$ cat src/rtl/page_age_pkg.sv
package page_age_pkg;
    typedef enum logic [1:0] {
        SC_IDLE = 2'd0,
        SC_SCAN = 2'd1,
        SC_DONE = 2'd2
    } scan_state_e;

    localparam logic [1:0] LEVEL_MID  = 2'd2;
    localparam logic [1:0] LEVEL_DEEP = 2'd3;
endpackage

$ cat src/rtl/age_bank.sv
module age_bank #(
    parameter int N_FRAMES = 8,
    parameter int AGE_W    = 8,
    localparam int IDX_W   = $clog2(N_FRAMES)
) (
    input  logic             clk,
    input  logic             rst_n,
    input  logic             tick,
    input  logic             ref_valid,
    input  logic [IDX_W-1:0] ref_frame,
    input  logic             load_valid,
    input  logic [IDX_W-1:0] load_frame,
    input  logic [IDX_W-1:0] rd_idx,
    output logic [AGE_W-1:0] rd_age
);
    logic [N_FRAMES-1:0][AGE_W-1:0] age_q;
    logic [N_FRAMES-1:0]            ref_q;

    for (genvar f = 0; f < N_FRAMES; f++) begin : g_frame
        logic hit_ref;
        logic hit_load;
        assign hit_ref  = ref_valid  && (ref_frame  == IDX_W'(f));
        assign hit_load = load_valid && (load_frame == IDX_W'(f));

        always_ff @(posedge clk) begin
            if (!rst_n) begin
                age_q[f] <= '0;
                ref_q[f] <= 1'b0;
            end else if (hit_load) begin
                age_q[f] <= '0;
                ref_q[f] <= 1'b0;
            end else if (tick) begin
                age_q[f] <= {ref_q[f] | hit_ref, age_q[f][AGE_W-1:1]};
                ref_q[f] <= 1'b0;
            end else if (hit_ref) begin
                ref_q[f] <= 1'b1;
            end
        end
    end

    assign rd_age = age_q[rd_idx];

    p_hold_r2: assert property (@(posedge clk) disable iff (!rst_n)
        (!tick && !load_valid) |=> $stable(age_q));

    p_tick_shift_r3: assert property (@(posedge clk) disable iff (!rst_n)
        (tick && !(load_valid && load_frame == ref_frame))
        |=> age_q[$past(ref_frame)][AGE_W-2:0] == $past(age_q[ref_frame][AGE_W-1:1]));

    p_ref_cleared_r3: assert property (@(posedge clk) disable iff (!rst_n)
        (tick && !ref_valid) |=> ref_q == '0);

    p_same_cycle_ref_r4: assert property (@(posedge clk) disable iff (!rst_n)
        (tick && ref_valid && !(load_valid && load_frame == ref_frame))
        |=> age_q[$past(ref_frame)][AGE_W-1]);

    p_load_zero_r8: assert property (@(posedge clk) disable iff (!rst_n)
        load_valid |=> (age_q[$past(load_frame)] == '0 && !ref_q[$past(load_frame)]));
endmodule

$ cat src/rtl/lz_level.sv
module lz_level
    import page_age_pkg::*;
#(
    parameter int AGE_W = 8
) (
    input  logic [AGE_W-1:0] age,
    output logic [1:0]       level
);
    localparam int HALF = AGE_W / 2;

    int  lz;
    logic seen;

    always_comb begin
        lz   = 0;
        seen = 1'b0;
        for (int i = AGE_W - 1; i >= 0; i--) begin
            if (age[i]) seen = 1'b1;
            else if (!seen) lz = lz + 1;
        end
        level = (lz < HALF) ? LEVEL_MID : LEVEL_DEEP;
    end
endmodule

$ cat src/rtl/victim_scanner.sv
module victim_scanner
    import page_age_pkg::*;
#(
    parameter int N_FRAMES = 8,
    parameter int AGE_W    = 8,
    localparam int IDX_W   = $clog2(N_FRAMES)
) (
    input  logic             clk,
    input  logic             rst_n,
    input  logic             vic_req,
    input  logic [AGE_W-1:0] rd_age,
    output logic [IDX_W-1:0] rd_idx,
    output logic [IDX_W-1:0] best_idx,
    output logic [AGE_W-1:0] best_age,
    output logic             done
);
    localparam logic [IDX_W-1:0] LAST = IDX_W'(N_FRAMES - 1);

    scan_state_e state_q, state_d;
    logic [IDX_W-1:0] idx_q;
    logic             pending_q;

    always_comb begin
        state_d = state_q;
        unique case (state_q)
            SC_IDLE: if (vic_req) state_d = SC_SCAN;
            SC_SCAN: if (idx_q == LAST) state_d = SC_DONE;
            SC_DONE: state_d = (pending_q || vic_req) ? SC_SCAN : SC_IDLE;
            default: state_d = SC_IDLE;
        endcase
    end

    always_ff @(posedge clk) begin
        if (!rst_n) state_q <= SC_IDLE;
        else        state_q <= state_d;
    end

    always_ff @(posedge clk) begin
        if (!rst_n) begin
            idx_q     <= '0;
            pending_q <= 1'b0;
            best_idx  <= '0;
            best_age  <= '0;
        end else begin
            if (state_q == SC_DONE)
                pending_q <= 1'b0;
            else if (vic_req && state_q != SC_IDLE)
                pending_q <= 1'b1;

            if (state_q == SC_SCAN) begin
                if (idx_q == '0 || rd_age < best_age) begin
                    best_age <= rd_age;
                    best_idx <= idx_q;
                end
                idx_q <= (idx_q == LAST) ? '0 : idx_q + 1'b1;
            end else begin
                idx_q <= '0;
            end
        end
    end

    always_comb begin
        rd_idx = idx_q;
        done   = (state_q == SC_DONE);
    end

    p_done_single_r5: assert property (@(posedge clk) disable iff (!rst_n)
        done |=> !done);

    p_idx_range_r5: assert property (@(posedge clk) disable iff (!rst_n)
        (state_q == SC_SCAN) |-> (rd_idx <= LAST));

    p_best_min_r6: assert property (@(posedge clk) disable iff (!rst_n)
        (state_q == SC_SCAN && rd_idx != '0) |=> best_age <= $past(rd_age));

    p_pending_served_r9: assert property (@(posedge clk) disable iff (!rst_n)
        (done && pending_q) |=> state_q == SC_SCAN);
endmodule

$ cat src/rtl/page_age_tracker.sv
module page_age_tracker
    import page_age_pkg::*;
#(
    parameter int N_FRAMES = 8,
    parameter int AGE_W    = 8,
    localparam int IDX_W   = $clog2(N_FRAMES)
) (
    input  logic             clk,
    input  logic             rst_n,
    input  logic             ref_valid,
    input  logic [IDX_W-1:0] ref_frame,
    input  logic             tick,
    input  logic             load_valid,
    input  logic [IDX_W-1:0] load_frame,
    input  logic             vic_req,
    output logic             vic_done,
    output logic [IDX_W-1:0] vic_frame,
    output logic [1:0]       vic_level
);
    logic [IDX_W-1:0] rd_idx;
    logic [AGE_W-1:0] rd_age;
    logic [AGE_W-1:0] best_age;

    age_bank #(.N_FRAMES(N_FRAMES), .AGE_W(AGE_W)) u_bank (
        .clk        (clk),
        .rst_n      (rst_n),
        .tick       (tick),
        .ref_valid  (ref_valid),
        .ref_frame  (ref_frame),
        .load_valid (load_valid),
        .load_frame (load_frame),
        .rd_idx     (rd_idx),
        .rd_age     (rd_age)
    );

    victim_scanner #(.N_FRAMES(N_FRAMES), .AGE_W(AGE_W)) u_scan (
        .clk      (clk),
        .rst_n    (rst_n),
        .vic_req  (vic_req),
        .rd_age   (rd_age),
        .rd_idx   (rd_idx),
        .best_idx (vic_frame),
        .best_age (best_age),
        .done     (vic_done)
    );

    lz_level #(.AGE_W(AGE_W)) u_level (
        .age   (best_age),
        .level (vic_level)
    );

    p_zero_deep_r7: assert property (@(posedge clk) disable iff (!rst_n)
        (vic_done && best_age == '0) |-> vic_level == LEVEL_DEEP);

    p_top_set_mid_r7: assert property (@(posedge clk) disable iff (!rst_n)
        (vic_done && best_age[AGE_W-1]) |-> vic_level == LEVEL_MID);
endmodule

$ cat config.mk
export PLATFORM = sky130hd
export DESIGN_NAME = page_age_tracker
export DESIGN_NICKNAME = d
export VERILOG_FILES = /design/src/rtl/page_age_pkg.sv /design/src/rtl/age_bank.sv /design/src/rtl/lz_level.sv /design/src/rtl/victim_scanner.sv /design/src/rtl/page_age_tracker.sv
export SDC_FILE = /design/constraint.sdc
export NUM_CORES = 1
export LEC_CHECK = 0
export ABC_AREA = 1
export CORE_MARGIN = 1.5
export CORE_UTILIZATION = 40
export CTS_CLUSTER_SIZE = 30
export DETAILED_ROUTE_END_ITERATION = 8
export MAX_ROUTING_LAYER = met4
export PLACE_DENSITY = 0.63
export SLEW_MARGIN = 20
export SYNTH_ARGS = -nofsm -noshare
export SYNTH_HDL_FRONTEND = slang
export SYNTH_SLANG_ARGS = --single-unit
$ cat constraint.sdc
create_clock -name clk -period 3.85 [get_ports clk]
set_input_delay 0.77 -clock clk [delete_from_list [all_inputs] [get_ports clk]]
set_output_delay 0.77 -clock clk [all_outputs]
set_load 0.02 [all_outputs]
Word-level counts from Yosys, hierarchy flattened
Cells that the tools add are included.
- output and inout bits: 6
- word-level logic and storage cells: 134
- input bits: 12
- flip-flop bits (word level): 89
- eq/ne operators: 19
- reductions and logical operators: 44
- mux-type cells: 29
- $add $sub $neg: 8
- $lt $le $gt $ge: 3
- bitwise gates (word level): 10
- operator list (cell ; number):
    $mux 32 ; 14
    $add 32x2->32 const B ; 6
    $lt 32x4->1 const B ; 1
    $eq 3x3->1 const B ; 9
    $reduce_or 3->1 ; 9
    $bmux 8 s3 ; 1
    $reduce_or 2->1 ; 9
    $logic_and 1x1->1 ; 17
    $eq 3x2->1 const B ; 4
    $mux 1 ; 10
    $logic_not 3->1 ; 3
    $lt 8x8->1 ; 1
    $mux 8 ; 1
    $or 1x1->1 ; 8
    $eq 3x1->1 const B ; 2
    $pmux 2 s3 ; 1
    $lt 3x4->1 const B ; 1
    $mux 2 ; 2
    $ne 2x2->1 const B ; 2
    $reduce_and 2->1 ; 2
    $add 3x1->3 const B ; 1
    $add 1x1->2 const B ; 1
    $eq 2x1->1 const B ; 1
    $eq 2x2->1 const B ; 1
    other kinds (4) ; 6

Longest topological paths before layout
Gate-level depths: netlist (run 1).
- depth after elaboration: 24
- depth in mapped cells: 19
- mapped depth without buffers: 17

Modules after synthesis
A second synthesis (run 1) with hierarchy kept.
- cell total of the unflattened synthesis: 820
- area, all modules: 5087.4 sq um
- modules (own cells, without submodules) (module ; seq. area each (sq um) ; instances ; area each (sq um) ; cells an instance):
    age_bank ; 1441.4 ; 1 ; 3578.4 ; 583
    victim_scanner ; 340.3 ; 1 ; 935.9 ; 133
    lz_level ; 0.0 ; 1 ; 573.0 ; 104

Least setup slack after synthesis (run 1)
No wires, ideal clock.
- path kind: reg2out
- start: reg u_scan.best_age[7]
- end: out vic_level[0]
- arrival time: 2584 ps
- path buffers: 0
- slack: 496 ps
- required time: 3080 ps
- stages on the path, launching flop included: 16
- path through: dfxtp_1 -> nor2_1 -> ha_1 -> inv_1 -> o21ai_0 -> ha_1 -> nand3_1 -> nand2_1 -> ha_1 -> inv_1 -> o21ai_0 -> ha_1 -> nand4_1 -> xnor2_1 -> o21a_1 -> nand3_1
- longest elaborated chain between the ends: 24
- elaborated cells on any way between the ends: 31
- classes of those cells: add/sub: 7; order compare: 1; mux: 23
- RTL lines (what ; line ; text):
    start, declared ; victim_scanner.sv:14 ; output logic [AGE_W-1:0] best_age,
    start signal, assigned ; victim_scanner.sv:52 ; best_age <= rd_age;
    $mux 1 ; lz_level.sv:18 ; if (age[i]) seen = 1'b1;
    $add 1x1->2 ; lz_level.sv:19 ; else if (!seen) lz = lz + 1;
    $mux 32 ; lz_level.sv:19 ;
    $mux 32 ; lz_level.sv:18 ;
    $add 32x2->32 ; lz_level.sv:19 ;
    $mux 32 ; lz_level.sv:19 ;
    $mux 32 ; lz_level.sv:18 ;
    $add 32x2->32 ; lz_level.sv:19 ;
    [8 not listed] ; n/a ;
    $add 32x2->32 ; lz_level.sv:19 ;
    $mux 32 ; lz_level.sv:19 ;
    $mux 32 ; lz_level.sv:18 ;
    $add 32x2->32 ; lz_level.sv:19 ;
    $mux 32 ; lz_level.sv:19 ;
    $mux 32 * ; lz_level.sv:18 ;
    $lt 32x4->1 * ; lz_level.sv:21 ; level = (lz < HALF) ? LEVEL_MID : LEVEL_DEEP;
    $mux 1 * ; lz_level.sv:21 ;
    end, declared ; page_age_tracker.sv:18 ; output logic [1:0] vic_level
Every way passes the cells marked *; elsewhere a longest branch is shown, timed or not.

Worst setup path in the final report (run 1)
- start: reg u_scan.best_age[6]
- end: out vic_level[0]
- longest elaborated chain between the ends: 21
- elaborated cells on any way between the ends: 27
- classes of those cells: add/sub: 6; order compare: 1; mux: 20
- RTL lines (what ; line):
    $mux 32 ; lz_level.sv:18
    $add 32x2->32 ; lz_level.sv:19
    $mux 32 ; lz_level.sv:19
    $mux 32 ; lz_level.sv:18
    $add 32x2->32 ; lz_level.sv:19
    $mux 32 ; lz_level.sv:19
    $mux 32 ; lz_level.sv:18
    $add 32x2->32 ; lz_level.sv:19
    [5 not listed] ; n/a
    $add 32x2->32 ; lz_level.sv:19
    $mux 32 ; lz_level.sv:19
    $mux 32 ; lz_level.sv:18
    $add 32x2->32 ; lz_level.sv:19
    $mux 32 ; lz_level.sv:19
    $mux 32 * ; lz_level.sv:18
    $lt 32x4->1 * ; lz_level.sv:21
    $mux 1 * ; lz_level.sv:21
Marks and branches as above.

==> results of run 1 <==
power groups by stage:
| stage | Combinational (mW) | Sequential (mW) | Clock, mW |
|---|---|---|---|
| after floorplan | 0.318 | 0.990 | 0 |
| after global placement | 0.415 | 0.991 | 0 |
| after detailed placement | 0.427 | 0.992 | 0 |
| after CTS | 0.423 | 0.971 | 0.607 |
| after global routing | 0.537 | 0.976 | 0.648 |
| final | 0.479 | 0.972 | 0.584 |
kinds of logic (layout without fill, tap and decap cells):
family	Yosys count	after routing	share of synthesized area [%]
adders and majority gates	14	14	4.05
DFF	89	89	41.2
other	1	1	0.0868
buffers and inverters	81	93	7.88
and+or+nand+nor	311	311	29.4
AOI/OAI and AO/OA	136	136	16.5
xor gates and xnor gates	3	3	0.782
sequential cells by signal, indices dropped and copies added, names as in the netlist:
signal            cells
u_bank.age_q         64
u_bank.ref_q          8
u_scan.best_age       8
u_scan.best_idx       3
u_scan.pending_q      1
u_scan.rd_idx         3
u_scan.state_q        2
cells in the mapped netlist, types with 6 or more instances:
library cell and count:
nand2_1 164, nor2_1 104, dfxtp_1 89, a21oi_1 77, inv_1 46, o21ai_0 41
clkbuf_1 22, nand3_1 16, ha_1 14, o22ai_1 13, nor3_1 12, buf_2 6
nand3b_1 6
stage by stage:
stage | std cells | TNS [ns] | area (µm²) | setup WS (ns)
2_1_floorplan | 635 | 0 | 4320 | 0.496
3_3_place_gp | 765 | -0.0139 | 4570 | -0.0139
3_5_place_dp | 765 | -0.119 | 4570 | -0.119
4_1_cts | 781 | 0 | 4740 | 0.0206
5_1_grt | 783 | -0.0657 | 4820 | -0.0657
6_report | 783 | 0 | 4820 | 0.0910
worst register-to-register path: cells and delay by family (launching register included):
kind	cells	cell delay [ns]
flops	1	0.55
fa+ha+maj	1	0.32
simple gates	9	0.97
compound gates	4	0.83
buf+inv	1	0.30
worst max-delay path by stage:
| stage | startpoint | end | slack (ns) | depth (start not counted) |
|---|---|---|---|---|
| CTS | u_scan.best_age[6]$_SDFFE_PN0P_ | vic_level[0] | 0.02 | 17 |
| finish | u_scan.best_age[6]$_SDFFE_PN0P_ | vic_level[0] | 0.09 | 17 |
| floorplan | u_scan.best_age[7]$_SDFFE_PN0P_ | vic_level[0] | 0.50 | 15 |
| global placement | u_scan.best_age[6]$_SDFFE_PN0P_ | vic_level[0] | -0.01 | 17 |
| global route | u_scan.best_age[6]$_SDFFE_PN0P_ | vic_level[0] | -0.07 | 17 |
| detailed placement | u_scan.best_age[6]$_SDFFE_PN0P_ | vic_level[0] | -0.12 | 17 |
layer usage:
| layer | GRT usage [%] | share of wire [%] | vias to the layer above |
|---|---|---|---|
| li1 | - | - | 2062 |
| met1 | 25.0 | 49 | 1795 |
| met2 | 30.0 | 46 | 68 |
| met3 | 4.44 | 4.0 | 11 |
| met4 | 4.95 | 1.1 | 0 |
| met5 | - | 0 | - |
what timing repair did:
| action | in CTS | in global routing |
|---|---|---|
| setup endpoints to repair | 1 | 1 |
| cloned | 0 | 0 |
| buffers inserted | 0 | 2 |
| pin swaps | 1 | 8 |
| gates resized for setup | 9 | 17 |
layout make-up:
cell class              instances  share of cell area, %
inverters                      49                   3.92
multi-input cells             465                   46.8
flip-flops and latches         89                   37.1
clock inverters                 5                  0.649
repair buffers                 28                   5.12
clock buffers                  11                   2.93
well taps                     136                   3.53
==> run_results.csv, run 1 <==
group,metric,value,unit
pwr,leakagePower,1.89,nW
timing,tightest_slew,0.770,ns
clocking,cts_tree,"yes",
routing,viasPerCell,5.03,
die,num_rows,37,
setup_path,path_class,"flip-flop to primary output",
job,maxCapViolations,0,
setup_path,crit_buf_inv,4,
logic_synthesis,synth_top_cell_by_area,"dfxtp_1",
cells_and_area,nFillCells,1102,
die,coreArea,10400,µm²
cells_and_area,drive_gt1_share,8.19,%
setup_path,start_kind,"flip-flop",
cells_and_area,diodes,0,
die,die_height,107,µm
clocking,cts_buffer_depth,2,
die,fp.dieArea,11400,µm²
setup_path,reg2reg_from,"u_scan.rd_idx[0]$_SDFF_PP0_",
pwr,power_frac_seq,47.8,%
setup_path,crit_chain,"inv_4, nor2_4, ha_4, inv_2, o21ai_2, ha_1, nand3_2, nand2_4, ha_4, inv_2, o21ai_2, ha_2, nand4_1, xnor2_1, o21a_1, nand3_1, buf_6",
status,status,"complete, no violations",
logic_synthesis,synth_edf_count,0,
setup_path,cp_max_fo,3,
pwr,pwr-share-comb,23.5,%
grt,grt_antenna_before_repair,0,
worst_hold_path,min_path_type,"flip-flop to flip-flop",
pwr,power_density,422,nW/µm²
routing,dr.pass1.iters,5,
cells_and_area,final_common_cell,"nand2_1",
setup_path,r2r_end,"u_scan.best_age[5]$_SDFFE_PN0P_",
logic_synthesis,ys_ff_latch,89,
placement,gp_congestion,0.820,
logic_synthesis,async_reset_ff_share,0,%
routing,via_count,3936,
die,pin_count,18,
clocking,ctsHoldBuffers,0,
setup_path,endpoint_kind,"primary output",
logic_synthesis,synth_nets,661,
worst_hold_path,hold_start,"u_bank.age_q[44]$_SDFFE_PP0P_",
clocking,htreeDepth,3,
timing,setup_viol,0,
logic_synthesis,synth_area,4320,µm²
pwr,clockPowerShare,28.7,%
timing,finClkSkew,0.0116,ns
routing,routed_wl,9.98,mm
timing,period_share,97.6,%
cells_and_area,fin_nets,668,
cells_and_area,sequential_cell_area,1790,µm²
pwr,switching_power,0.643,mW
timing,holdWs,0.475,ns
logic_synthesis,synth_warnings,0,
timing,slew_viol_final,0,
pwr,internal_power,1.39,mW
cells_and_area,most-common-layout-cells,"163 x nand2_1, 103 x nor2_1, 87 x dfxtp_1",
logic_synthesis,ys_seq_area_share,41.2,%
timing,max_freq,266,MHz
logic_synthesis,ys_types,31,
pwr,swShare,31.6,%
placement,dp_hpwl,6.78,mm
worst_hold_path,hold-path-cell-count,2,
cells_and_area,area_growth,11.5,%
setup_path,cp_top_family,"adder cells",
logic_synthesis,syn_inst,635,
clocking,insertion_delay,0.37,ns
timing,rsz0062_at_grt,"yes",
clocking,cts_inserted_buffers,9,
timing,hold_viol_final,0,
setup_path,critPathRequiredTime,3.08,ns
setup_path,rrSetupSlack,0.84,ns
grt,overflow,0,
pwr,p_total,2.04,mW
worst_hold_path,min_to,"u_bank.age_q[44]$_SDFFE_PP0P_",
logic_synthesis,ys.flop_type,"dfxtp_1",
timing,min_period,3.76,ns
grt,grt_pass1_vias,3634,
logic_synthesis,synth_area_leaders,"dfxtp_1 41%, nand2_1 14%, nor2_1 9.0%",
grt,grt_pass1_wl,17.2,mm
logic_synthesis,synth_top_area_share,41.2,%
grt,grt_max_degree,81,
setup_path,ff2ff_path_depth,15,
cells_and_area,utilization,46.3,%
setup_path,critical_path.slowest_cell,"dfxtp_4",
pwr,ir_worst_vdd,0.261,mV
clocking,clockRootBuffer,"clkbuf_8",
clocking,cts_sinks,89,
routing,drc,0,
timing,maxSlewHeadroom,48.6,%
routing,drt_iter0_drc,306,
routing,wl_per_cell,12.7,µm
grt,grt_usage,19.2,%
logic_synthesis,syn_avg_cell_area,6.80,µm²
clocking,clk_pin_slew,0.09,ns
setup_path,crit_path_max_incr_delay,0.39,ns
routing,antenna_left,0,
placement,io_buffer_count,16,
die,start_util,41.5,%
cells_and_area,multi_input_area,2250,µm²
die,fp.dieW,107,µm
setup_path,arrival,2.99,ns
No activity file was read; power rests on OpenSTA's default activity.
==> run 2: changes to the inputs <==
--- a/config.mk
+++ b/config.mk
@@ -10,7 +10,6 @@
 export CORE_UTILIZATION = 40
 export CTS_CLUSTER_SIZE = 30
 export DETAILED_ROUTE_END_ITERATION = 8
-export MAX_ROUTING_LAYER = met4
 export PLACE_DENSITY = 0.63
 export SLEW_MARGIN = 20
 export SYNTH_ARGS = -nofsm -noshare
==> run 2 against run 1 <==
Net effect:
- hold slack hardly changed
- maximum frequency is 0.11% higher
- routed wire length is 0.44% higher
- register-to-register slack hardly changed
- clock-buffer cell count stayed put
- worst setup slack better by 0.0041 ns
- cell area stayed put
- flip-flop and latch count stayed put
- combinational power hardly changed
- critical path depth stayed put
==> run_results.csv, run 2 (same netlist as run 1, synthesis figures left out) <==
group,metric,value,unit
status,status,"complete, no violations",
clocking,cts_inserted_buffers,9,
cells_and_area,sequential_cell_area,1790,µm²
setup_path,cp_max_fo,3,
die,fp.dieArea,11400,µm²
pwr,switching_power,0.642,mW
timing,min_period,3.75,ns
routing,routed_wl,10.0,mm
die,start_util,41.5,%
cells_and_area,drive_gt1_share,8.19,%
cells_and_area,regMostFlops,"u_bank.age_q",
pwr,power_frac_seq,47.8,%
worst_hold_path,hold_start,"u_bank.age_q[63]$_SDFFE_PP0P_",
cells_and_area,top_regs,"u_bank.age_q: 64 flops, u_bank.ref_q: 8 flops, u_scan.best_age: 8 flops",
cells_and_area,largest_register_ffs,64,
cells_and_area,area_growth,11.5,%
setup_path,start_kind,"flip-flop",
worst_hold_path,min_to,"u_bank.age_q[62]$_SDFFE_PP0P_",
routing,via_count,3954,
clocking,cts_sinks,89,
die,coreArea,10400,µm²
timing,tightest_slew,0.774,ns
pwr,swShare,31.6,%
timing,period_share,97.5,%
timing,setup_viol,0,
setup_path,r2r_end,"u_scan.best_age[5]$_SDFFE_PN0P_",
die,pin_count,18,
cells_and_area,final_common_cell,"nand2_1",
timing,holdWs,0.475,ns
worst_hold_path,min_path_type,"flip-flop to flip-flop",
timing,setup_slack,0.0951,ns
cells_and_area,fin_nets,668,
clocking,htreeDepth,3,
timing,max_freq,266,MHz
grt,grt_pass1_wl,17.2,mm
routing,drt_iter0_drc,292,
pwr,p_total,2.03,mW
pwr,clockPowerShare,28.7,%
setup_path,arrival,2.98,ns
setup_path,critPathRequiredTime,3.08,ns
setup_path,ff2ff_path_depth,15,
cells_and_area,nFillCells,1102,
setup_path,endpoint_kind,"primary output",
pwr,leakagePower,1.89,nW
placement,io_buffer_count,16,
setup_path,rrSetupSlack,0.83,ns
routing,dr.pass1.iters,4,
die,die_height,107,µm
pwr,pwr-share-comb,23.5,%
placement,place_inst,765,
die,fp.dieW,107,µm
routing,antenna_left,0,
timing,maxSlewHeadroom,48.4,%
pwr,power_density,422,nW/µm²
grt,grt_antenna_before_repair,0,
timing,finClkSkew,0.0142,ns
grt,overflow,0,
clocking,insertion_delay,0.37,ns
setup_path,crit_start,"u_scan.best_age[6]$_SDFFE_PN0P_",
timing,rsz0062_at_grt,"yes",
routing,drc,0,
clocking,clockRootBuffer,"clkbuf_8",
job,maxCapViolations,0,
placement,post-place-ws,-0.119,ns
cells_and_area,diodes,0,
worst_hold_path,hold-path-cell-count,2,
clocking,ctsHoldBuffers,0,
setup_path,path_class,"flip-flop to primary output",
clocking,clk_pin_slew,0.09,ns
timing,slew_viol_final,0,
pwr,ir_worst_vdd,0.261,mV
grt,grt_pass1_vias,3634,
cells_and_area,multi_input_area,2250,µm²
cells_and_area,final_cells,783,
setup_path,reg2reg_from,"u_scan.rd_idx[0]$_SDFF_PP0_",
die,num_rows,37,
routing,viasPerCell,5.05,
routing,wl_per_cell,12.8,µm
cells_and_area,most-common-layout-cells,"163 x nand2_1, 103 x nor2_1, 87 x dfxtp_1",
grt,grt_usage,18.7,%
clocking,cts_buffer_depth,2,
timing,hold_viol_final,0,
placement,gp_congestion,0.808,
grt,grt_max_degree,81,
clocking,cts_tree,"yes",
pwr,internal_power,1.39,mW
placement,dp_hpwl,6.78,mm
timing,setup_tns,0,ns
-- run 2: cell counts in the layout (fill, tap and decap cells not counted) --
No cell type changed its count.
-- run 2: routing by layer --
metal | track usage (%) | wire, µm
met5 | 0 | 0
met4 | 6.38 | 122
met3 | 3.53 | 286
met2 | 30.0 | 4690
met1 | 25.1 | 4930
-- run 2: final cells by class --
class / count / area share (%)
well taps: 136 / 3.53
repair buffers: 28 / 5.12
clock buffers: 11 / 2.93
inverters: 49 / 3.92
flip-flops and latches: 89 / 37.1
clock inverters: 5 / 0.649
multi-input cells: 465 / 46.8
-- run 2: how the worst max path moves through the flow --
stage	to	slack, ns	depth (start not counted)
2_1_floorplan	vic_level[0]	0.50	15
3_3_place_gp	vic_level[0]	-0.01	17
3_5_place_dp	vic_level[0]	-0.12	17
4_1_cts	vic_level[0]	0.02	17
5_1_grt	vic_level[0]	-0.06	17
6_report	vic_level[0]	0.1	17
-- run 2: power groups by stage --
stage | sequential, mW | combinational (mW) | clock (mW)
floorplan | 0.990 | 0.318 | 0
CTS | 0.971 | 0.423 | 0.607
finish | 0.973 | 0.479 | 0.583
global route | 0.976 | 0.537 | 0.646
detailed placement | 0.992 | 0.427 | 0
global placement | 0.991 | 0.415 | 0
-- run 2: worst max-delay path, cell delays in order, from the launching register on --
cell,delay [ns]
dfxtp_4,0.39
inv_4,0.04
nor2_4,0.13
ha_4,0.22
inv_2,0.05
o21ai_2,0.05
ha_1,0.31
nand3_2,0.09
nand2_4,0.07
ha_4,0.27
inv_2,0.03
o21ai_2,0.10
ha_2,0.17
nand4_1,0.14
xnor2_1,0.21
o21a_1,0.14
nand3_1,0.08
buf_6,0.14
-- run 2: timing repair --
action                                 in CTS  in global routing
buffers inserted                            0                  2
pin swaps                                   1                  8
endpoints found under the hold margin       0                  0
setup endpoints to repair                   1                  1
resized for setup                           9                 17
-- run 2: stage by stage --
step | util (%) | instance area (µm²)
after global placement | 43.8 | 4570
after detailed placement | 43.8 | 4570
final | 46.3 | 4820
after CTS | 45.5 | 4740
after global routing | 46.3 | 4820
after floorplan | - | 4320
==> run 3: changes to the inputs <==
--- a/config.mk
+++ b/config.mk
@@ -10,7 +10,7 @@
 export CORE_UTILIZATION = 40
 export CTS_CLUSTER_SIZE = 30
 export DETAILED_ROUTE_END_ITERATION = 8
-export PLACE_DENSITY = 0.63
+export PLACE_DENSITY_LB_ADDON = 0.12
 export SLEW_MARGIN = 20
 export SYNTH_ARGS = -nofsm -noshare
 export SYNTH_HDL_FRONTEND = slang
==> run 3 against run 2 <==
Net effect:
- register-to-register slack improved by 0.02 ns
- clock skew fell by 0.0044 ns
- flip-flop and latch count did not move
- routed wire length fell by 0.58%
- critical path type unchanged
- first-iteration DRC count fell by 24%
- largest power group unchanged
==> run_results.csv, run 3 (same netlist as run 1, synthesis figures left out) <==
group,metric,value,unit
pwr,power_frac_seq,49.2,%
clocking,cts_tree,"yes",
pwr,pwr-share-comb,23.5,%
clocking,ctsHoldBuffers,0,
cells_and_area,top_regs,"u_bank.age_q: 64 flops, u_bank.ref_q: 8 flops, u_scan.best_age: 8 flops",
routing,routed_wl,9.97,mm
cells_and_area,nFillCells,1132,
grt,grt_usage,18.8,%
grt,grt_max_degree,81,
grt,grt_antenna_before_repair,0,
timing,period_share,97.0,%
pwr,ir_worst_vdd,0.203,mV
clocking,htreeDepth,3,
setup_path,arrival,2.96,ns
timing,tightest_slew,0.822,ns
routing,via_count,3956,
cells_and_area,area_growth,10.4,%
timing,setup_slack,0.115,ns
pwr,internal_power,1.36,mW
worst_hold_path,min_path_type,"flip-flop to flip-flop",
cells_and_area,final_cell_area,4770,µm²
timing,slew_viol_final,0,
die,num_rows,37,
grt,grt_pass1_vias,3685,
routing,dr.pass1.iters,4,
timing,min_period,3.73,ns
routing,drt_iter0_drc,221,
placement,dp_hpwl,6.82,mm
setup_path,reg2reg_from,"u_scan.rd_idx[0]$_SDFF_PP0_",
cells_and_area,largest_register_ffs,64,
timing,max_freq,268,MHz
grt,overflow,0,
setup_path,crit_chain,"buf_6, nor2_4, ha_4, inv_2, o21ai_2, ha_1, nand3_1, nand2_1, ha_1, inv_1, o21ai_2, ha_2, nand4_1, xnor2_1, o21a_1, nand3_2, buf_6",
timing,setup_viol,0,
timing,rsz0062_at_grt,"yes",
routing,viasPerCell,5.07,
pwr,leakagePower,1.89,nW
setup_path,critPathRequiredTime,3.08,ns
pwr,clockPowerShare,27.4,%
clocking,clk_pin_slew,0.09,ns
setup_path,endpoint_kind,"primary output",
clocking,clockRootBuffer,"clkbuf_8",
clocking,cts_sinks,89,
cells_and_area,utilization,45.8,%
routing,drc,0,
grt,grt_pass1_wl,17.3,mm
routing,antenna_left,0,
die,fp.dieArea,11400,µm²
pwr,swShare,31.3,%
placement,io_buffer_count,16,
routing,wl_per_cell,12.8,µm
cells_and_area,final_common_cell,"nand2_1",
cells_and_area,fin_nets,667,
setup_path,crit_path_max_incr_delay,0.36,ns
setup_path,start_kind,"flip-flop",
placement,gp_congestion,0.779,
die,start_util,41.5,%
setup_path,ff2ff_path_depth,15,
setup_path,rrSetupSlack,0.85,ns
setup_path,r2r_end,"u_scan.best_age[5]$_SDFFE_PN0P_",
timing,maxSlewHeadroom,45.1,%
placement,dpl_cell_area,4570,µm²
setup_path,path_class,"flip-flop to primary output",
die,pin_count,18,
die,die_height,107,µm
setup_path,cp_max_fo,3,
placement,place_inst,765,
die,fp.dieW,107,µm
timing,setup_tns,0,ns
pwr,p_total,1.97,mW
cells_and_area,diodes,0,
die,coreArea,10400,µm²
timing,hold_viol_final,0,
clocking,insertion_delay,0.36,ns
cells_and_area,regMostFlops,"u_bank.age_q",
pwr,switching_power,0.618,mW
placement,post-place-ws,-0.136,ns
timing,finClkSkew,0.00980,ns
cells_and_area,final_cells,780,
timing,holdWs,0.476,ns
job,maxCapViolations,0,
clocking,cts_inserted_buffers,9,
cells_and_area,most-common-layout-cells,"164 x nand2_1, 103 x nor2_1, 87 x dfxtp_1",
setup_path,cp-endpoint,"vic_level[0]",
cells_and_area,drive_gt1_share,7.45,%
setup_path,critical_path.slowest_cell,"dfxtp_4",
clocking,cts_buffer_depth,2,
status,status,"complete, no violations",
pwr,power_density,414,nW/µm²
setup_path,crit_start,"u_scan.best_age[6]$_SDFFE_PN0P_",
## run 3: final cells by class
| class | count | area, µm² | area share [%] |
|---|---|---|---|
| Clock inverter | 5 | 25.0 | 0.525 |
| Timing Repair Buffer | 27 | 243 | 5.09 |
| Sequential cell | 89 | 1790 | 37.5 |
| Inverter | 49 | 186 | 3.91 |
| Clock buffer | 9 | 124 | 2.60 |
| Tap cell | 136 | 170 | 3.57 |
| Multi-Input combinational cell | 465 | 2230 | 46.8 |
## run 3: how the worst min path moves through the flow
stage | startpoint | end | slack (ns) | cells after the start
4_1_cts | u_bank.age_q[19]$_SDFFE_PP0P_ | u_bank.age_q[19]$_SDFFE_PP0P_ | 0.48 | 2
3_3_place_gp | u_bank.age_q[44]$_SDFFE_PP0P_ | u_bank.age_q[44]$_SDFFE_PP0P_ | 0.46 | 2
3_5_place_dp | u_bank.age_q[42]$_SDFFE_PP0P_ | u_bank.age_q[42]$_SDFFE_PP0P_ | 0.47 | 2
6_report | u_bank.age_q[47]$_SDFFE_PP0P_ | u_bank.age_q[46]$_SDFFE_PP0P_ | 0.48 | 2
2_1_floorplan | u_bank.age_q[2]$_SDFFE_PP0P_ | u_bank.age_q[1]$_SDFFE_PP0P_ | 0.45 | 2
5_1_grt | u_bank.age_q[47]$_SDFFE_PP0P_ | u_bank.age_q[46]$_SDFFE_PP0P_ | 0.49 | 2
## run 3: layer usage
| metal | up-vias | wire (µm) | global-route usage, % |
|---|---|---|---|
| met5 | - | 0 | 0 |
| met4 | 0 | 128 | 6.95 |
| met3 | 11 | 237 | 2.80 |
| met2 | 48 | 4450 | 29.6 |
| met1 | 1829 | 5150 | 26.1 |
| li1 | 2068 | - | - |
## run 3: critical path: cells and delay by family (launching register included)
family,cells,cell delay (ns)
flip-flops,1,0.36
buffers and inverters,4,0.33
adder cells (fa/ha/maj),4,0.94
AND/OR/NAND/NOR,5,0.46
AO/OA/AOI/OAI,3,0.32
XOR/XNOR,1,0.18
## run 3: power groups by stage
stage,sequential [mW],combinational [mW],clock (mW)
floorplan,0.990,0.318,0
global placement,0.991,0.427,0
detailed placement,0.991,0.435,0
CTS,0.970,0.433,0.562
global route,0.975,0.526,0.604
finish,0.971,0.463,0.541
## run 3: repair_timing
action | CTS | global route
pin swaps | 1 | 9
setup endpoints to repair | 1 | 1
gates resized for setup | 10 | 11
setup buffers | 0 | 1
gates cloned | 0 | 0
